$ cat config.mk
export PLATFORM = sky130hd
export DESIGN_NAME = sec_rtc
export DESIGN_NICKNAME = d
export VERILOG_FILES = /design/src/rtl/rtc_pkg.sv /design/src/rtl/rtc_regs.sv /design/src/rtl/rtc_counter.sv /design/src/rtl/rtc_alarm.sv /design/src/rtl/sec_rtc.sv
export SDC_FILE = /design/constraint.sdc
export NUM_CORES = 1
export LEC_CHECK = 0
export BUFFER_PORTS_ARGS = -buffer_cell sky130_fd_sc_hd__buf_2
export CORE_MARGIN = 1
export CORE_UTILIZATION = 30
export CTS_CLUSTER_SIZE = 25
export DETAILED_ROUTE_END_ITERATION = 6
export GPL_ROUTABILITY_DRIVEN = 1
export GPL_TIMING_DRIVEN = 0
export SETUP_SLACK_MARGIN = 0.1
export SKIP_LAST_GASP = 1
export SYNTH_ARGS = -nofsm -noshare
export SYNTH_HDL_FRONTEND = slang
export SYNTH_HIERARCHICAL = 1
export SYNTH_SLANG_ARGS = --single-unit
$ cat constraint.sdc
create_clock -name clk -period 2.5 [get_ports clk]
set_clock_uncertainty 0.15 [all_clocks]
set_input_delay 0.25 -clock clk [delete_from_list [all_inputs] [get_ports clk]]
set_output_delay 0.25 -clock clk [all_outputs]
set_load 0.1 [all_outputs]
$ cat src/rtl/rtc_pkg.sv
package rtc_pkg;
  localparam int unsigned BYTE_W     = 8;
  localparam int unsigned WORD_BYTES = 4;
  localparam int unsigned COUNT_W    = BYTE_W * WORD_BYTES;

  // register offsets; the window bases fix byte order for software
  localparam int unsigned OFS_CTRL     = 0;
  localparam int unsigned OFS_ALM_CTRL = 1;
  localparam int unsigned OFS_LOAD     = 2;
  localparam int unsigned OFS_LIVE     = 6;
  localparam int unsigned OFS_ALARM    = 10;
  localparam int unsigned OFS_END      = OFS_ALARM + WORD_BYTES;

  localparam int unsigned CTRL_RUN_BIT = 7;
  localparam int unsigned CTRL_ALM_BIT = 1;
  localparam int unsigned PEND_BIT     = 0;

  function automatic logic in_win(input logic [31:0] a, input int unsigned base);
    return (a >= base) && (a < base + WORD_BYTES);
  endfunction

  function automatic logic [1:0] win_idx(input logic [31:0] a, input int unsigned base);
    logic [31:0] d;
    d = a - base;
    return d[1:0];
  endfunction

  function automatic logic [BYTE_W-1:0] pick_byte(input logic [COUNT_W-1:0] w,
                                                  input logic [1:0] idx);
    return w[idx*BYTE_W +: BYTE_W];
  endfunction

  function automatic logic [COUNT_W-1:0] next_count(input logic [COUNT_W-1:0] c);
    return c + 1'b1;
  endfunction
endpackage

$ cat src/rtl/rtc_regs.sv
module rtc_regs
  import rtc_pkg::*;
#(
  parameter int unsigned ADDR_W = 4
) (
  input  logic                clk,
  input  logic                rst_n,
  input  logic [ADDR_W-1:0]   addr,
  input  logic                wr_en,
  input  logic [BYTE_W-1:0]   wr_data,
  input  logic                rd_en,
  input  logic [COUNT_W-1:0]  count,
  input  logic                pending,
  output logic [BYTE_W-1:0]   rd_data,
  output logic                run,
  output logic                alm_en,
  output logic [COUNT_W-1:0]  alarm_val,
  output logic                load_en,
  output logic [COUNT_W-1:0]  load_val,
  output logic                pend_clr
);
  logic [31:0] a_ix;
  assign a_ix = 32'(addr);

  logic hit_ctrl, hit_actl, hit_load, hit_live, hit_alarm, unmapped;
  assign hit_ctrl  = (a_ix == OFS_CTRL);
  assign hit_actl  = (a_ix == OFS_ALM_CTRL);
  assign hit_load  = in_win(a_ix, OFS_LOAD);
  assign hit_live  = in_win(a_ix, OFS_LIVE);
  assign hit_alarm = in_win(a_ix, OFS_ALARM);
  assign unmapped  = (a_ix >= OFS_END);

  logic [BYTE_W-1:0] ctrl_q;
  always_ff @(posedge clk or negedge rst_n) begin
    if (!rst_n)                ctrl_q <= '0;
    else if (wr_en && hit_ctrl) ctrl_q <= wr_data;
  end
  assign run    = ctrl_q[CTRL_RUN_BIT];
  assign alm_en = ctrl_q[CTRL_ALM_BIT];

  // alarm value bytes
  logic [BYTE_W-1:0] alm_q [WORD_BYTES];
  for (genvar b = 0; b < WORD_BYTES; b++) begin : g_alarm
    always_ff @(posedge clk or negedge rst_n) begin
      if (!rst_n) alm_q[b] <= '0;
      else if (wr_en && hit_alarm && (win_idx(a_ix, OFS_ALARM) == b[1:0]))
        alm_q[b] <= wr_data;
    end
    assign alarm_val[b*BYTE_W +: BYTE_W] = alm_q[b];
  end

  // staging for upper load bytes; byte 0 is taken straight from the bus
  logic [BYTE_W-1:0] stg_q [1:WORD_BYTES-1];
  for (genvar b = 1; b < WORD_BYTES; b++) begin : g_stage
    always_ff @(posedge clk or negedge rst_n) begin
      if (!rst_n) stg_q[b] <= '0;
      else if (wr_en && hit_load && (win_idx(a_ix, OFS_LOAD) == b[1:0]))
        stg_q[b] <= wr_data;
    end
    assign load_val[b*BYTE_W +: BYTE_W] = stg_q[b];
  end
  assign load_val[BYTE_W-1:0] = wr_data;
  assign load_en  = wr_en && (a_ix == OFS_LOAD);
  assign pend_clr = wr_en && hit_actl && !wr_data[PEND_BIT];

  logic [BYTE_W-1:0] rd_mux;
  always_comb begin
    rd_mux = '0;
    if (hit_ctrl)       rd_mux = ctrl_q;
    else if (hit_actl)  rd_mux[PEND_BIT] = pending;
    else if (hit_live)  rd_mux = pick_byte(count, win_idx(a_ix, OFS_LIVE));
    else if (hit_alarm) rd_mux = pick_byte(alarm_val, win_idx(a_ix, OFS_ALARM));
  end

  always_ff @(posedge clk or negedge rst_n) begin
    if (!rst_n)     rd_data <= '0;
    else if (rd_en) rd_data <= rd_mux;
  end

  assert_unmapped_read_R9: assert property (@(posedge clk) disable iff (!rst_n)
    (rd_en && unmapped) |=> (rd_data == '0));
  assert_rdata_hold_R10: assert property (@(posedge clk) disable iff (!rst_n)
    !rd_en |=> $stable(rd_data));
  assert_ctrl_ignore_R9: assert property (@(posedge clk) disable iff (!rst_n)
    (wr_en && unmapped) |=> $stable(ctrl_q));
endmodule

$ cat src/rtl/rtc_counter.sv
module rtc_counter
  import rtc_pkg::*;
(
  input  logic               clk,
  input  logic               rst_n,
  input  logic               run,
  input  logic               tick,
  input  logic               load_en,
  input  logic [COUNT_W-1:0] load_val,
  output logic [COUNT_W-1:0] count,
  output logic               step
);
  assign step = run && tick && !load_en;

  always_ff @(posedge clk or negedge rst_n) begin
    if (!rst_n)       count <= '0;
    else if (load_en) count <= load_val;
    else if (step)    count <= next_count(count);
  end

  assert_hold_R3: assert property (@(posedge clk) disable iff (!rst_n)
    (!run && !load_en) |=> (count == $past(count)));
  assert_step_R3: assert property (@(posedge clk) disable iff (!rst_n)
    (run && tick && !load_en && count != '1) |=> (count > $past(count)));
  assert_load_R4: assert property (@(posedge clk) disable iff (!rst_n)
    load_en |=> (count == $past(load_val)));
  assert_wrap_R8: assert property (@(posedge clk) disable iff (!rst_n)
    (step && count == '1) |=> (count == '0));
endmodule

$ cat src/rtl/rtc_alarm.sv
module rtc_alarm
  import rtc_pkg::*;
(
  input  logic               clk,
  input  logic               rst_n,
  input  logic               step,
  input  logic               alm_en,
  input  logic [COUNT_W-1:0] count,
  input  logic [COUNT_W-1:0] alarm_val,
  input  logic               pend_clr,
  output logic               pending,
  output logic               match
);
  // compare against the value the count takes at this edge
  assign match = step && alm_en && (next_count(count) == alarm_val);

  always_ff @(posedge clk or negedge rst_n) begin
    if (!rst_n)        pending <= 1'b0;
    else if (match)    pending <= 1'b1;
    else if (pend_clr) pending <= 1'b0;
  end

  assert_pend_sticky_R7: assert property (@(posedge clk) disable iff (!rst_n)
    (pending && !pend_clr) |=> pending);
  assert_no_spurious_R6: assert property (@(posedge clk) disable iff (!rst_n)
    (!pending && !match) |=> !pending);
  assert_match_sets_R6: assert property (@(posedge clk) disable iff (!rst_n)
    match |=> pending);
  assert_match_needs_en_R6: assert property (@(posedge clk) disable iff (!rst_n)
    match |-> (alm_en && step));
endmodule

$ cat src/rtl/sec_rtc.sv
module sec_rtc
  import rtc_pkg::*;
#(
  parameter int unsigned ADDR_W = 4
) (
  input  logic              clk,
  input  logic              rst_n,
  input  logic              sec_tick,
  input  logic [ADDR_W-1:0] reg_addr,
  input  logic              reg_wr,
  input  logic [7:0]        reg_wdata,
  input  logic              reg_rd,
  output logic [7:0]        reg_rdata,
  output logic              alarm_irq
);
  logic [COUNT_W-1:0] count, alarm_val, load_val;
  logic run, alm_en, load_en, pend_clr, pending, step, match;

  rtc_regs #(.ADDR_W(ADDR_W)) u_regs (
    .clk(clk), .rst_n(rst_n), .addr(reg_addr), .wr_en(reg_wr),
    .wr_data(reg_wdata), .rd_en(reg_rd), .count(count), .pending(pending),
    .rd_data(reg_rdata), .run(run), .alm_en(alm_en), .alarm_val(alarm_val),
    .load_en(load_en), .load_val(load_val), .pend_clr(pend_clr)
  );

  rtc_counter u_cnt (
    .clk(clk), .rst_n(rst_n), .run(run), .tick(sec_tick),
    .load_en(load_en), .load_val(load_val), .count(count), .step(step)
  );

  rtc_alarm u_alm (
    .clk(clk), .rst_n(rst_n), .step(step), .alm_en(alm_en), .count(count),
    .alarm_val(alarm_val), .pend_clr(pend_clr), .pending(pending), .match(match)
  );

  assign alarm_irq = pending;

  assert_irq_reset_R1: assert property (@(posedge clk) $rose(rst_n) |-> !alarm_irq);
endmodule

Word-level counts from Yosys, hierarchy flattened

Cells that the tools add are included.

Reduce and logical (&&, ||, !) cells: 26
Equality and inequality tests: 9
Mux-type cells: 9
Shifts and indexed selects: 2
$lt $le $gt $ge: 6
Add/sub/neg operators: 4

Operator list:

| kind                  | count |
|---|---|
| $mux 32               | 2 |
| $shiftx 32x6->8       | 2 |
| $add 32x1->32 const B | 1 |
| $eq 32x32->1          | 1 |
| $logic_not 32->1      | 1 |
| $mux 8                | 3 |
| $logic_and 1x1->1     | 20 |
| $eq 2x2->1 const B    | 4 |
| $lt 4x4->1 const B    | 2 |
| $mux 7                | 1 |
| $sub 2x2->2 const B   | 3 |
| $eq 2x1->1 const B    | 2 |
| $eq 4x1->1 const B    | 1 |
| $eq 4x2->1 const B    | 1 |
| $ge 4x2->1 const B    | 1 |
| $ge 4x3->1 const B    | 1 |
| $ge 4x4->1 const B    | 1 |
| $lt 4x3->1 const B    | 1 |
| $reduce_bool 2->1     | 2 |
| $mux 1                | 3 |
| $logic_not 1->1       | 2 |
| $logic_not 2->1       | 1 |

Input port bits: 17
Register bits: 105
Output and inout port bits: 9

Depth between registers and ports, before layout

Depth after elaboration: 7
Depth in mapped cells: 14
Depth with buffers taken out: 11

Cells and area by module

Netlist, hierarchy kept.

Modules (own cells, without submodules):

| module      | cells each | area an instance (µm²) | instances |
|---|---|---|---|
| rtc_regs    | 262        | 3523.4                 | 1 |
| rtc_counter | 237        | 2028.2                 | 1 |
| rtc_alarm   | 185        | 1327.5                 | 1 |

Least setup slack after synthesis

OpenSTA, ideal clock, no wires.

Path kind: register to register
Start point: register u_cnt.count[0]
End point: register u_alm.pending
Setup time: 129 ps
Clock period less this slack: 2539 ps
Path buffers: 0
Stages on the path, launching flop included: 9
Required time: 2221 ps
Arrival: 2260 ps
Setup slack: -39 ps
Cells stage by stage: dfrtp_1 -> ha_1 -> nand4_4 -> or4_4 -> nor4_4 -> mux2i_1 -> o31a_1 -> o211ai_2 -> o31ai_1

Longest elaborated chain between the ends: 4
Elaborated cells on any way between the ends: 5

RTL lines:

| what                                               | RTL line          | RTL |
|---|---|---|
| start, declared                                    | rtc_counter.sv:10 | `output logic [COUNT_W-1:0] count,` |
| start signal, assigned                             | rtc_counter.sv:17 | `else if (load_en) count <= load_val;` |
| start signal, assigned                             | rtc_counter.sv:18 | `else if (step) count <= next_count(count);` |
| $add 32x1->32 *                                    | rtc_pkg.sv:34     | `return c + 1'b1;` |
| $eq 32x32->1 *                                     | rtc_alarm.sv:15   | `assign match = step && alm_en && (next_count(count) == alarm_val);` |
| $logic_and 1x1->1 *                                | rtc_alarm.sv:15   |  |
| $mux 1 / $reduce_bool 2->1 (equally long branches) | n/a               |  |
| end signal, assigned                               | rtc_alarm.sv:18   | `if (!rst_n) pending <= 1'b0;` |
| end signal, assigned                               | rtc_alarm.sv:19   | `else if (match) pending <= 1'b1;` |
| end signal, assigned                               | rtc_alarm.sv:20   | `else if (pend_clr) pending <= 1'b0;` |
| end, declared                                      | rtc_alarm.sv:11   | `output logic pending,` |

Every way passes the cells marked *; elsewhere a longest branch is shown, timed or not.
A chain may end at the register's enable or synchronous reset.

Worst setup path in the final report

Start point: register u_cnt.count[14]
End point: register u_alm.pending

Same word-level chain as after synthesis.

==> results.cfg <==
[outcome]
status = finished with violations
violations = negative setup slack

[grt]
gr-total-overflow = 0
grt_usage = 0.184
grt_start_max_net_pins = 60
grt_first_pass_wirelength_um = 33000
top_usage_layer = met2
grt_util_met3 = 0.0369
met2_usage = 0.293
grt_use_met1 = 0.251
grt_pass1_vias = 5540
antenna_found_initial = 0

[sta]
setup_violations = 1
setup_ws_ns = -0.0387
fmax_mhz = 394
setup-tns-final_ns = -0.0387
worst_slew_pin_slew_ns = 0.753
finalHoldViolCount = 0
rsz0062_at_grt = true
slew_headroom = 0.494
fin_crit_ns = 2.54
finalMaxSlewViolations = 0
period_share = 1.02

[final_layout]
antenna_cells = 0
stdcell_area_mm2 = 0.00832
fill_cells = 2136
drive_gt1_frac = 0.363
stdcell_count = 1051
regArea_mm2 = 0.00266
multi_input_area_mm2 = 0.00412
utilization = 0.377
layout.nets = 786
area_delta_synth_final_pct = 21.8

[floorplanning]
dieArea_mm2 = 0.0234
initial_core_util = 0.309
fp-row-count = 54
die_x_um = 153
io_pins = 26
core-area_mm2 = 0.0221
die_h_um = 153

[worst_setup_path]
critPathLaunchType = register
arrival_ns = 2.64
cp-end-kind = register
rr_startpoint = u_cnt/count[14]
r2r_slack_ns = -0.04
regToRegEndpoint = u_alm/pending
ff2ff_path_depth = 8
path_class = register to register
cp_max_fo = 6
worstPathRequired_ns = 2.60

[cts]
root_buffer = clkbuf_16
cts.clk_slew.worst_paths_ns = 0.07
cts_buffer_depth = 2
clock_latency_ns = 0.36
cts_htree_levels = 3
numCtsBuffers = 9
cts_tree = yes
cts_sinks = 105

[hold_path]
worstHoldStart = reg_rd
min_path_type = primary input to register
whs_path_depth = 3
hold_end = u_regs/rd_data[2]

[synthesis]
synth_nets = 697
netlist_instances = 678
postSynthAreaPerCell_um2 = 10.1
syn_area_mm2 = 0.00683
synth_warnings = 6

[routing]
ant_nets = 0
vias_per_cell = 5.68
drtIter0Drc = 559
drt_wl_total_um = 21400
route.detailed.drc = 0
first_pass_iters = 5
wire_per_inst_um = 20.4
num_vias = 5974

[power]
ir_drop_mv = 0.355
leakage_nw = 3.26
power.density_mw_per_mm2 = 825

[job]
maxCapViolCount = 0

[placement]
place.detailed.hpwl_um = 14300
io_buffers = 21
placed_area_mm2 = 0.00734
place_congestion = 0.950
dp.cells = 980
dp_slack_ns = -0.839
per-stage QoR:
step	power (mW)	hold WS, ns
final	6.86	0.106
after global routing	7.24	0.146
after CTS	6.59	0.0940
after detailed placement	4.80	0.163
after global placement	4.76	0.313
after floorplan	4.17	-0.196
metal layers:
metal | share of wire | vias up
met4 | 0.021 | 0
met3 | 0.067 | 32
li1 | - | 2718
met1 | 0.44 | 3003
met2 | 0.47 | 221
met5 | 0 | -
report_power, final:
group	switching (mW)	internal [mW]
clock network	0.650	0.879
registers	0.612	2.13
logic	1.33	1.26
total	2.59	4.27
area by class of cell:
cell class                      count  share of cell area
Multi-Input combinational cell    518               0.495
Clock buffer                        9              0.0271
Inverter                           17             0.00767
Tap cell                          280              0.0421
Timing Repair Buffer               79              0.0684
Buffer                             37              0.0296
Sequential cell                   105               0.319
Clock inverter                      6              0.0110
registers in the layout, indices dropped and copies added (netlist names):
name,flops
u_alm/pending,1
u_regs/rd_data,8
u_cnt/count,32
u_regs/alarm_val,32
u_regs/load_val,24
u_regs/ctrl_q,8
how the worst max path moves through the flow:
stage	to	start	cells past startpoint
2_1_floorplan	u_alm/pending	u_cnt/count[5]	8
3_3_place_gp	u_alm/pending	reg_addr[3]	14
3_5_place_dp	u_alm/pending	reg_addr[3]	14
4_1_cts	u_alm/pending	u_cnt/count[15]	7
5_1_grt	u_alm/pending	reg_addr[2]	13
6_report	u_alm/pending	u_cnt/count[14]	8
cell usage in the layout (no fill, tap or decap), drive strengths merged, types with 7 or more instances in the layout:
cell type and n:
o21ai 20, mux2 79, nor4 21, o41ai 10, o211ai 7, and3 8, xnor2 34, nand3 27
nor3 17, nand3b 8, a21oi 10, buf 101, dfrtp 105, a31oi 25, mux2i 21, nor2 50
clkbuf 23, nand4 31, nand2 51, xor2 17, inv 18
timing repair:
action / CTS / global route
resized for setup: 33 / 27
setup buffers: 21 / 35
hold endpoints to repair: 46 / 0
hold buffers: 1 / 0
setup endpoints to repair: 14 / 12
pin swaps: 4 / 21
worst max-delay path, cell delays in order, from the launching register on:
cell      delay (ns)
dfrtp_2         0.48
nand4_1         0.14
buf_4           0.18
nor4_4          0.34
and2_1          0.20
mux2_2          0.33
and3_1          0.19
nand4b_1        0.20
o31ai_2         0.23
Note: power is estimated with default switching activity, not from simulation.
